File: src/rtl/irq_notify_pkg.sv
package irq_notify_pkg;

    localparam int REG_W = 64;

    // Register byte offsets
    localparam logic [7:0] OFS_CTRL   = 8'h20;
    localparam logic [7:0] OFS_INTCTL = 8'h58;
    localparam logic [7:0] OFS_REGION = 8'h60;
    localparam logic [7:0] OFS_NOTIF  = 8'h68;
    localparam logic [7:0] OFS_OFFSET = 8'h70;
    localparam logic [7:0] OFS_LEVEL  = 8'h78;

    // Bit positions (LSB = bit 0)
    localparam int METHOD_BIT    = 63;
    localparam int SRCRST_BIT    = 62;
    localparam int REGION_VLD    = 0;
    localparam int REGION_BIG    = 62;
    localparam int NOTIF_VLD     = 0;
    localparam int EOI_STORE_BIT = 51;
    localparam int OFFSET_SHIFT  = 32;

    typedef struct packed {
        logic [REG_W-1:0] addr;
        logic [REG_W-1:0] data;
    } store_req_t;

endpackage

File: src/rtl/irq_notify_regs.sv
module irq_notify_regs
    import irq_notify_pkg::*;
#(
    parameter int ADDR_W = 8
) (
    input  logic              clk,
    input  logic              rst_n,
    input  logic              reg_wr,
    input  logic              reg_rd,
    input  logic [ADDR_W-1:0] reg_addr,
    input  logic [REG_W-1:0]  reg_wdata,
    input  logic [REG_W-1:0]  level,
    output logic [REG_W-1:0]  reg_rdata,
    output logic              err_rd,
    output logic              method,
    output logic              src_reset,
    output logic              esb_map,
    output logic              esb_unmap,
    output logic              esb_64k,
    output logic [REG_W-1:0]  esb_base,
    output logic              eoi_store_en,
    output logic              notif_vld,
    output logic [REG_W-1:0]  notif_addr,
    output logic [31:0]       offset_hi
);

    typedef struct packed {
        logic [REG_W-1:0] ctrl;
        logic [REG_W-1:0] intctl;
        logic [REG_W-1:0] region;
        logic [REG_W-1:0] notif;
        logic [REG_W-1:0] offset;
        logic             srcrst;
        logic             map;
        logic             unmap;
        logic             err_rd;
    } regs_t;

    regs_t r_q, r_d;

    logic hit_ctrl, hit_intctl, hit_region, hit_notif, hit_offset, hit_level;

    always_comb begin
        hit_ctrl   = (reg_addr == ADDR_W'(OFS_CTRL));
        hit_intctl = (reg_addr == ADDR_W'(OFS_INTCTL));
        hit_region = (reg_addr == ADDR_W'(OFS_REGION));
        hit_notif  = (reg_addr == ADDR_W'(OFS_NOTIF));
        hit_offset = (reg_addr == ADDR_W'(OFS_OFFSET));
        hit_level  = (reg_addr == ADDR_W'(OFS_LEVEL));
    end

    // Next state
    always_comb begin
        r_d        = r_q;
        r_d.srcrst = 1'b0;
        r_d.map    = 1'b0;
        r_d.unmap  = 1'b0;
        r_d.err_rd = 1'b0;
        if (reg_wr) begin
            if (hit_ctrl) begin
                r_d.ctrl = reg_wdata;
            end
            if (hit_intctl) begin
                r_d.intctl = reg_wdata;
                r_d.srcrst = reg_wdata[SRCRST_BIT];
            end
            if (hit_region) begin
                r_d.region = reg_wdata;
                r_d.map    = reg_wdata[REGION_VLD] & ~r_q.region[REGION_VLD];
                r_d.unmap  = ~reg_wdata[REGION_VLD] & r_q.region[REGION_VLD];
            end
            if (hit_notif) begin
                r_d.notif = reg_wdata;
            end
            if (hit_offset) begin
                r_d.offset = reg_wdata;
            end
        end
        if (reg_rd && !(hit_ctrl || hit_intctl || hit_region ||
                        hit_notif || hit_offset || hit_level)) begin
            r_d.err_rd = 1'b1;
        end
    end

    always_ff @(posedge clk or negedge rst_n) begin
        if (!rst_n) begin
            r_q <= '0;
        end else begin
            r_q <= r_d;
        end
    end

    // Read mux (combinational)
    always_comb begin
        if (hit_ctrl)        reg_rdata = r_q.ctrl;
        else if (hit_intctl) reg_rdata = r_q.intctl;
        else if (hit_region) reg_rdata = r_q.region;
        else if (hit_notif)  reg_rdata = r_q.notif;
        else if (hit_offset) reg_rdata = r_q.offset;
        else if (hit_level)  reg_rdata = level;
        else                 reg_rdata = '1;
    end

    always_comb begin
        err_rd       = r_q.err_rd;
        method       = r_q.intctl[METHOD_BIT];
        src_reset    = r_q.srcrst;
        esb_map      = r_q.map;
        esb_unmap    = r_q.unmap;
        esb_64k      = r_q.region[REGION_BIG];
        esb_base     = r_q.region;
        esb_base[REGION_VLD] = 1'b0;
        esb_base[REGION_BIG] = 1'b0;
        eoi_store_en = r_q.ctrl[EOI_STORE_BIT];
        notif_vld    = r_q.notif[NOTIF_VLD];
        notif_addr   = r_q.notif;
        notif_addr[NOTIF_VLD] = 1'b0;
        offset_hi    = r_q.offset[REG_W-1:OFFSET_SHIFT];
    end

endmodule

File: src/rtl/irq_notify_pending.sv
module irq_notify_pending
    import irq_notify_pkg::*;
#(
    parameter int NUM_SRC = 20,
    localparam int SRC_W  = (NUM_SRC > 1) ? $clog2(NUM_SRC) : 1
) (
    input  logic               clk,
    input  logic               rst_n,
    input  logic [NUM_SRC-1:0] irq_in,
    input  logic [NUM_SRC-1:0] irq_pq_in,
    input  logic               method,
    output logic [REG_W-1:0]   level,
    output logic               grant_vld,
    output logic [SRC_W-1:0]   grant_idx,
    output logic               grant_pq,
    output logic               err_method
);

    typedef struct packed {
        logic [NUM_SRC-1:0] prev;
        logic [NUM_SRC-1:0] pend;
        logic [NUM_SRC-1:0] pq;
        logic [REG_W-1:0]   lvl;
        logic               err;
    } pend_t;

    pend_t s_q, s_d;

    logic [NUM_SRC-1:0] rise;
    logic [NUM_SRC-1:0] grant_oh;

    // Lowest-index pending source
    always_comb begin
        grant_oh  = s_q.pend & (~s_q.pend + 1'b1);
        grant_vld = |s_q.pend;
        grant_pq  = |(grant_oh & s_q.pq);
        grant_idx = '0;
        for (int i = 0; i < NUM_SRC; i++) begin
            if (grant_oh[i]) grant_idx = SRC_W'(i);
        end
    end

    always_comb begin
        rise   = method ? '0 : (irq_in & ~s_q.prev);
        s_d    = s_q;
        s_d.prev = irq_in;
        s_d.pend = (s_q.pend & ~grant_oh) | rise;
        s_d.pq   = (s_q.pq & ~grant_oh & ~rise) | (rise & irq_pq_in);
        s_d.err  = method & (irq_in != s_q.prev);
        if (!method) begin
            for (int i = 0; i < NUM_SRC; i++) begin
                s_d.lvl[REG_W-1-i] = irq_in[i];
            end
        end
    end

    always_ff @(posedge clk or negedge rst_n) begin
        if (!rst_n) begin
            s_q <= '0;
        end else begin
            s_q <= s_d;
        end
    end

    assign level      = s_q.lvl;
    assign err_method = s_q.err;

endmodule

File: src/rtl/irq_notify_fifo.sv
module irq_notify_fifo #(
    parameter int DEPTH = 4,
    parameter int W     = 128,
    localparam int PTR_W = (DEPTH > 1) ? $clog2(DEPTH) : 1,
    localparam int CNT_W = $clog2(DEPTH + 1)
) (
    input  logic         clk,
    input  logic         rst_n,
    input  logic         push,
    input  logic [W-1:0] push_data,
    input  logic         pop,
    output logic         out_vld,
    output logic [W-1:0] out_data,
    output logic         ovf
);

    typedef struct packed {
        logic [DEPTH-1:0][W-1:0] mem;
        logic [PTR_W-1:0]        rd;
        logic [PTR_W-1:0]        wr;
        logic [CNT_W-1:0]        cnt;
        logic                    ovf;
    } fifo_t;

    fifo_t f_q, f_d;

    logic do_pop, do_push;

    always_comb begin
        do_pop  = pop && (f_q.cnt != '0);
        do_push = push && ((f_q.cnt < CNT_W'(DEPTH)) || do_pop);
        f_d     = f_q;
        f_d.ovf = push && !do_push;
        if (do_push) begin
            f_d.mem[f_q.wr] = push_data;
            f_d.wr = (f_q.wr == PTR_W'(DEPTH - 1)) ? '0 : f_q.wr + 1'b1;
        end
        if (do_pop) begin
            f_d.rd = (f_q.rd == PTR_W'(DEPTH - 1)) ? '0 : f_q.rd + 1'b1;
        end
        case ({do_push, do_pop})
            2'b10:   f_d.cnt = f_q.cnt + 1'b1;
            2'b01:   f_d.cnt = f_q.cnt - 1'b1;
            default: f_d.cnt = f_q.cnt;
        endcase
    end

    always_ff @(posedge clk or negedge rst_n) begin
        if (!rst_n) begin
            f_q <= '0;
        end else begin
            f_q <= f_d;
        end
    end

    assign out_vld  = (f_q.cnt != '0);
    assign out_data = f_q.mem[f_q.rd];
    assign ovf      = f_q.ovf;

endmodule

File: src/rtl/irq_notify_gen.sv
module irq_notify_gen
    import irq_notify_pkg::*;
#(
    parameter int NUM_SRC    = 20,
    parameter int FIFO_DEPTH = 4,
    parameter int ADDR_W     = 8,
    parameter int TRIG_BIT   = 31,
    localparam int SRC_W     = (NUM_SRC > 1) ? $clog2(NUM_SRC) : 1
) (
    input  logic               clk,
    input  logic               rst_n,
    input  logic [NUM_SRC-1:0] irq_in,
    input  logic [NUM_SRC-1:0] irq_pq_in,
    input  logic               reg_wr,
    input  logic               reg_rd,
    input  logic [ADDR_W-1:0]  reg_addr,
    input  logic [63:0]        reg_wdata,
    output logic [63:0]        reg_rdata,
    output logic               err_rd,
    output logic               st_valid,
    input  logic               st_ready,
    output logic [63:0]        st_addr,
    output logic [63:0]        st_data,
    output logic               err_ovf,
    output logic               err_method,
    output logic               src_reset,
    output logic               esb_map,
    output logic               esb_unmap,
    output logic               esb_64k,
    output logic [63:0]        esb_base,
    output logic               eoi_store_en
);

    logic [REG_W-1:0] level;
    logic             method;
    logic             notif_vld;
    logic [REG_W-1:0] notif_addr;
    logic [31:0]      offset_hi;
    logic             grant_vld;
    logic [SRC_W-1:0] grant_idx;
    logic             grant_pq;
    store_req_t       push_req;
    store_req_t       head_req;

    irq_notify_regs #(.ADDR_W(ADDR_W)) regs_i (
        .clk          (clk),
        .rst_n        (rst_n),
        .reg_wr       (reg_wr),
        .reg_rd       (reg_rd),
        .reg_addr     (reg_addr),
        .reg_wdata    (reg_wdata),
        .level        (level),
        .reg_rdata    (reg_rdata),
        .err_rd       (err_rd),
        .method       (method),
        .src_reset    (src_reset),
        .esb_map      (esb_map),
        .esb_unmap    (esb_unmap),
        .esb_64k      (esb_64k),
        .esb_base     (esb_base),
        .eoi_store_en (eoi_store_en),
        .notif_vld    (notif_vld),
        .notif_addr   (notif_addr),
        .offset_hi    (offset_hi)
    );

    irq_notify_pending #(.NUM_SRC(NUM_SRC)) pend_i (
        .clk        (clk),
        .rst_n      (rst_n),
        .irq_in     (irq_in),
        .irq_pq_in  (irq_pq_in),
        .method     (method),
        .level      (level),
        .grant_vld  (grant_vld),
        .grant_idx  (grant_idx),
        .grant_pq   (grant_pq),
        .err_method (err_method)
    );

    // Trigger word: offset | source | optional checked flag
    always_comb begin
        push_req.addr = notif_addr;
        push_req.data = {32'b0, offset_hi}
                      | {{(REG_W - SRC_W){1'b0}}, grant_idx}
                      | (grant_pq ? (64'd1 << TRIG_BIT) : 64'd0);
    end

    irq_notify_fifo #(.DEPTH(FIFO_DEPTH), .W($bits(store_req_t))) fifo_i (
        .clk       (clk),
        .rst_n     (rst_n),
        .push      (grant_vld && notif_vld),
        .push_data (push_req),
        .pop       (st_ready),
        .out_vld   (st_valid),
        .out_data  (head_req),
        .ovf       (err_ovf)
    );

    assign st_addr = head_req.addr;
    assign st_data = head_req.data;

endmodule

File: config.mk
export PLATFORM = sky130hd
export DESIGN_NAME = irq_notify_gen
export DESIGN_NICKNAME = d
export VERILOG_FILES = /design/src/rtl/irq_notify_pkg.sv /design/src/rtl/irq_notify_regs.sv /design/src/rtl/irq_notify_pending.sv /design/src/rtl/irq_notify_fifo.sv /design/src/rtl/irq_notify_gen.sv
export SDC_FILE = /design/constraint.sdc
export NUM_CORES = 1
export LEC_CHECK = 0
export BUFFER_PORTS_ARGS = -buffer_cell sky130_fd_sc_hd__buf_2
export CORE_ASPECT_RATIO = 0.75
export CORE_MARGIN = 1.5
export CORE_UTILIZATION = 51
export CTS_CLUSTER_SIZE = 40
export DETAILED_ROUTE_END_ITERATION = 16
export GPL_TIMING_DRIVEN = 0
export PLACE_DENSITY = 0.77
export SLEW_MARGIN = 15
export SYNTH_ARGS = -nofsm -noshare
export SYNTH_HDL_FRONTEND = slang
export SYNTH_SLANG_ARGS = --single-unit
File: constraint.sdc
create_clock -name clk -period 9.2 [get_ports clk]
set_clock_uncertainty 0.2 [all_clocks]
set_input_delay 0.46 -clock clk [delete_from_list [all_inputs] [get_ports clk]]
set_output_delay 0.46 -clock clk [all_outputs]
set_load 0.05 [all_outputs]
==> results.json, run 1 <==
{
  "cts_buffer_depth": 3,
  "first_pass_iters": 6,
  "syn_to_final_growth_pct": 19.2,
  "wirelength_um": 113000,
  "cts_tree": "built",
  "synth-main-ff-cell": "dfrtp_1",
  "total_number_of_vias": 28500,
  "ys_seq_elements": 793,
  "largest_net_degree_at_the_start_of_global_routing": 108,
  "detail-route-antenna-nets": 0,
  "min-delay-path-class": "in2async",
  "count_of_pins_on_the_block_boundary": 382,
  "crit_path_max_incr_delay_ns": 0.90,
  "mostFrequentLayoutCells": "1230 x nand2_1, 793 x dfrtp_1, 411 x buf_2",
  "worst_path_most_repeated_cell": "clkbuf_1",
  "clock-root-buffer": "clkbuf_16",
  "detail_route.iter0.violations": 3369,
  "netlist-cell-type-count": 66,
  "run_status": "complete, no violations",
  "die_h_um": 234,
  "setup_viol": 0,
  "number_of_cells_upsized_or_downsized_after_cts": 0,
  "drv.max_cap_violation_count": 0,
  "critPathLaunchType": "flop",
  "routed_wire_length_per_instance_um": 22.9,
  "fillerInstances": 5481,
  "p_per_area_mw_per_mm2": 195,
  "stdcell_count": 4951,
  "most_common_cell_after_layout_fill_and_taps_aside": "nand2_1",
  "timing.final.hold_violations": 0,
  "syn_inst": 3366,
  "cts_htree_levels": 3,
  "worstPathBufferInverterCount": 4,
  "synth-seq-area-share": 0.546,
  "postLayoutCoreUtil": 0.616,
  "buffer_ports.inserted": 343,
  "warning_count_from_the_yosys_run": 0,
  "tightest_slew_ns": 1.25,
  "initial_core_util": 0.517,
  "rows": 84,
  "setup_repair_after_global_routing_missed_its_margin": "false",
  "grt.total_usage": 0.312,
  "maxSlewViolCount": 0,
  "core_area_mm2": 0.0703,
  "gp_congestion": 0.909,
  "avgViaCountPerCell": 5.75,
  "worst_vdd_ir_uv": 145,
  "worst_setup_hold_path_clk_slew_ns": 0.07,
  "crit_chain": "clkbuf_1 > clkbuf_1 > clkbuf_1 > mux4_2 > buf_2",
  "place.detailed.instances": 4697,
  "sequential_area_mm2": 0.0198,
  "grt_pass1_vias": 28500,
  "die_area_mm2": 0.0729,
  "clock_sinks": 793,
  "timing.setup.tns_ns": 0,
  "cts_buffer_count": 77,
  "multi_input_comb_area_mm2": 0.0146,
  "syn_area_mm2": 0.0363,
  "layout.nets": 4080,
  "arrival_ns": 3.99,
  "final.period_utilization": 0.505,
  "critical_path_required_ns": 8.54,
  "synth_edf_count": 0,
  "wire_length_of_the_first_global_routing_pass_um": 172000,
  "finalHoldWorstSlack_ns": 0.0683,
  "detailed_place_hpwl_um": 78300,
  "globalRoute.totalOverflow": 0,
  "crit_slowest_cell": "clkbuf_1",
  "insertion_delay_ns": 0.64,
  "critPathCaptureType": "primary output",
  "average_size_of_a_mapped_cell_um2": 10.8,
  "die_width_um": 311,
  "timing.fmax_mhz": 215,
  "ys_async_sr_fraction": 1.00,
  "slew_headroom": 0.167,
  "leakagePower_nw": 22.8,
  "setup.worst_path.class": "reg2out",
  "finalCriticalPeriod_ns": 4.65,
  "layout_cell_share_with_drive_strength_beyond_1": 0.258,
  "grt_antenna_before_repair": 14,
  "drc_errors": 0,
  "crit_family": "buffers and inverters",
  "critical_path.max_fanout": 10
}
-- cell usage after synthesis, types with 7 or more instances --
master,instances,share of area
nand4_1,10,0.0017
a2bb2oi_1,48,0.012
buf_4,112,0.023
a21oi_1,57,0.0078
inv_1,55,0.0057
nand2b_1,11,0.0019
a31oi_1,35,0.0060
nor2_1,55,0.0057
dfrtp_1,793,0.55
ha_1,26,0.0089
nand3_1,14,0.0019
nor2b_1,26,0.0045
nand2_1,1230,0.13
mux2_1,109,0.034
o211ai_1,15,0.0031
mux2i_1,39,0.011
mux2_2,234,0.072
buf_1,11,0.0011
o21ai_0,61,0.0084
buf_6,30,0.0093
o221ai_1,10,0.0024
buf_2,68,0.0094
clkbuf_1,79,0.0082
mux4_2,95,0.059
o22ai_1,51,0.0088
and3_1,7,0.0012
-- area by class of cell --
cell class | count | share of cell area
Inverter | 56 | 0.00485
Sequential cell | 793 | 0.458
Buffer | 300 | 0.0429
Clock inverter | 24 | 0.00618
Antenna cell | 8 | 0.000462
Multi-Input combinational cell | 2251 | 0.336
Clock buffer | 116 | 0.0544
Tap cell | 946 | 0.0273
Timing Repair Buffer | 457 | 0.0694
-- layer usage --
metal | global-route usage | routed length [um] | share of wire | vias up
li1 | - | - | - | 12400
met1 | 0.428 | 45900 | 0.41 | 14400
met2 | 0.468 | 50500 | 0.45 | 1444
met3 | 0.0843 | 11900 | 0.10 | 282
met4 | 0.134 | 4740 | 0.042 | 14
met5 | 0.0130 | 197 | 0.0017 | -
-- power by group --
group / switching [mW] / internal (mW)
Combinational: 0.862 / 0.486
Clock: 1.40 / 1.89
Sequential: 0.142 / 3.65
-- registers in the layout, indices dropped and copies added, names as in the netlist --
| signal | flops |
|---|---|
| regs_i.offset_hi | 32 |
| regs_i.src_reset | 1 |
| fifo_i.f_q | 387 |
| regs_i.notif_addr | 63 |
| regs_i.notif_vld | 1 |
| regs_i.err_rd | 1 |
| regs_i.method | 1 |
| regs_i.esb_64k | 1 |
| regs_i.esb_map | 1 |
| regs_i.esb_base | 62 |
| pend_i.s_q | 60 |
| fifo_i.ovf | 1 |
| regs_i.esb_unmap | 1 |
| pend_i.level | 20 |
| pend_i.err_method | 1 |
| regs_i.eoi_store_en | 1 |
| regs_i.r_q | 159 |
-- path summary, 6_finish.rpt --
check,slack [ns],end,startpoint,cells after the start
worst max register to register,5.57,fifo_i.f_q[3],pend_i.s_q[97],13
worst min-delay path,0.07,fifo_i.f_q[117],rst_n,2
max in group asynchronous,6.11,fifo_i.f_q[37],rst_n,7
worst max-delay path,4.55,st_addr[59],fifo_i.f_q[7],5
min in group clk,0.08,regs_i.src_reset,reg_wr,2
worst min register to register,0.27,fifo_i.f_q[409],fifo_i.f_q[409],2
-- cell families (layout without fill, tap and decap cells) --
family / after synthesis / count (layout) / synth area share
AOI/OAI and AO/OA: 320 / 320 / 0.0580
adders and majority gates: 27 / 27 / 0.00950
DFF: 793 / 793 / 0.546
xor gates and xnor gates: 3 / 3 / 0.000723
muxes: 477 / 477 / 0.176
buffers and inverters: 356 / 953 / 0.0569
and+or+nand+nor: 1389 / 1389 / 0.153
other: 1 / 43 / 0.000103
-- metrics by stage --
stage               setup slack (ns)  cell area, um^2  power, mW
global route                    4.55            43300       8.71
CTS                             4.67            43300       8.45
detailed placement              4.91            39600       5.14
floorplan                       5.83            36500       4.66
finish                          4.55            43300       8.43
global placement               -9.40            39400       5.10
-- timing repair --
item	4_1_cts	5_1_grt
setup endpoints to repair	0	0
hold endpoints to repair	506	0
hold buffers	106	0
setup buffers	0	0
Note: power is estimated with default switching activity, not from simulation.
==> inputs of run 2 (changes only) <==
PLACE_DENSITY = 0.79   (was 0.77)
clock period = 3.8 ns   (was 9.2 ns; I/O delays follow)
==> results.json, run 2 (synthesis gave the netlist of run 1 again) <==
{
  "run_status": "complete, no violations",
  "slew_headroom": 0.113,
  "wire_length_of_the_first_global_routing_pass_um": 174000,
  "power_frac_seq": 0.433,
  "rows": 84,
  "reg2regPathDepth": 13,
  "detail_route.iter0.violations": 3478,
  "timing.setup.tns_ns": 0,
  "place.detailed.instances": 4697,
  "tightest_slew_ns": 1.32,
  "detail-route-antenna-nets": 0,
  "min-delay-path-class": "in2async",
  "total_power_mw": 21.2,
  "worstSetupStartpoint": "fifo_i.f_q[7]",
  "grt.total_usage": 0.314,
  "reg2reg_to": "fifo_i.f_q[3]",
  "p_per_area_mw_per_mm2": 486,
  "avgViaCountPerCell": 5.83,
  "die_h_um": 234,
  "critical_path_required_ns": 3.41,
  "critPathLaunchType": "flop",
  "buffer_ports.inserted": 343,
  "clock_sinks": 793,
  "drc_errors": 0,
  "cts_buffer_count": 78,
  "globalRoute.totalOverflow": 0,
  "most_common_cell_after_layout_fill_and_taps_aside": "nand2_1",
  "cts_htree_levels": 3,
  "leakagePower_nw": 22.9,
  "layout_cell_share_with_drive_strength_beyond_1": 0.260,
  "critical_path.max_fanout": 10,
  "switchingPower_mw": 5.92,
  "drv.max_cap_violation_count": 0,
  "detailed_place_hpwl_um": 78800,
  "timing.final.hold_violations": 0,
  "finalCriticalPeriod_ns": 3.70,
  "routed_wire_length_per_instance_um": 23.2,
  "registers.top_by_ff_count": "fifo_i.f_q",
  "timing.fmax_mhz": 270,
  "wirelength_um": 115000,
  "setup_viol": 0,
  "finalHoldWorstSlack_ns": 0.0154,
  "setup_repair_after_global_routing_missed_its_margin": "false",
  "worst_vdd_ir_uv": 352,
  "clock-root-buffer": "clkbuf_16",
  "largest_register_ff_count": 387,
  "die_area_mm2": 0.0729,
  "first_pass_iters": 8,
  "layout.nets": 4083,
  "cts_buffer_depth": 3,
  "grt_antenna_before_repair": 16,
  "total_number_of_vias": 28900,
  "mostFrequentLayoutCells": "1230 x nand2_1, 793 x dfrtp_1, 409 x buf_2",
  "post_cts_buffers": 0,
  "fillerInstances": 5400,
  "gp_congestion": 0.919,
  "critPathCaptureType": "primary output",
  "final.period_utilization": 0.975,
  "core_area_mm2": 0.0703,
  "initial_core_util": 0.517,
  "count_of_pins_on_the_block_boundary": 382,
  "stdcell_count": 4955,
  "p_int_mw": 15.3,
  "setup.worst_path.class": "reg2out",
  "cp-endpoint": "st_data[31]",
  "power.switching_fraction": 0.280,
  "power_frac_clock": 0.411,
  "worst_setup_hold_path_clk_slew_ns": 0.07,
  "grt_pass1_vias": 28500,
  "arrival_ns": 3.31,
  "postLayoutCoreUtil": 0.620,
  "syn_to_final_growth_pct": 19.9,
  "maxSlewViolCount": 0,
  "r2r_slack_ns": 0.28,
  "cts_tree": "built",
  "insertion_delay_ns": 0.64,
  "largest_net_degree_at_the_start_of_global_routing": 102,
  "die_width_um": 311,
  "worst_reg2reg_startpoint": "pend_i.s_q[97]",
  "power_frac_comb": 0.155
}
run 2: per-layer routing:
metal  global-route usage  vias up  share of wire
met1                0.433    14600           0.40
met4                0.123       16          0.039
li1                     -    12400              -
met2                0.481     1602           0.45
met5                    0        -        0.00083
met3               0.0795      300           0.11
run 2: critical path, cell delays in order, from the launching register on:
cell	delay, ns
dfrtp_1	0.34
clkbuf_1	0.43
clkbuf_2	0.55
buf_1	0.64
mux4_2	0.46
buf_2	0.24
run 2: how the worst min path moves through the flow:
| stage | from | to | slack (ns) | cells past startpoint |
|---|---|---|---|---|
| floorplan | rst_n | fifo_i.f_q[100] | -0.31 | 0 |
| global placement | irq_in[2] | pend_i.s_q[107] | 0.14 | 1 |
| detailed placement | rst_n | fifo_i.f_q[248] | 0.08 | 1 |
| CTS | irq_in[15] | pend_i.s_q[120] | 0.01 | 2 |
| global route | irq_in[18] | pend_i.s_q[123] | 0.06 | 2 |
| finish | rst_n | fifo_i.f_q[248] | 0.02 | 2 |
run 2: area by class of cell:
| type | instances | area, um^2 | share of cell area |
|---|---|---|---|
| Buffer | 300 | 1870 | 0.0429 |
| Timing Repair Buffer | 459 | 3030 | 0.0695 |
| Clock buffer | 105 | 2240 | 0.0514 |
| Tap cell | 946 | 1180 | 0.0272 |
| Inverter | 56 | 210 | 0.00482 |
| Clock inverter | 38 | 623 | 0.0143 |
| Multi-Input combinational cell | 2251 | 14600 | 0.334 |
| Sequential cell | 793 | 19800 | 0.455 |
| Antenna cell | 7 | 17.5 | 0.000402 |
run 2: through the flow:
| stage | worst slack, ns | area [um^2] |
|---|---|---|
| floorplan | 0.888 | 36500 |
| global placement | -14.55 | 39400 |
| detailed placement | 0.0758 | 39600 |
| CTS | 0.0124 | 43600 |
| global route | 0.0594 | 43600 |
| finish | 0.0952 | 43600 |
run 2: power by group through the flow:
stage	clock, mW	sequential [mW]	combinational (mW)
6_report	8.71	9.18	3.29
3_3_place_gp	0	9.29	3.05
3_5_place_dp	0	9.30	3.15
5_1_grt	9.06	9.21	3.50
4_1_cts	8.73	9.16	3.26
2_1_floorplan	0	9.19	2.09
run 2: repair_timing:
action | CTS | global route
resized for setup | 3 | 6
setup endpoints to repair | 39 | 21
hold endpoints to repair | 556 | 0
hold buffers | 108 | 0
pin swaps | 0 | 0
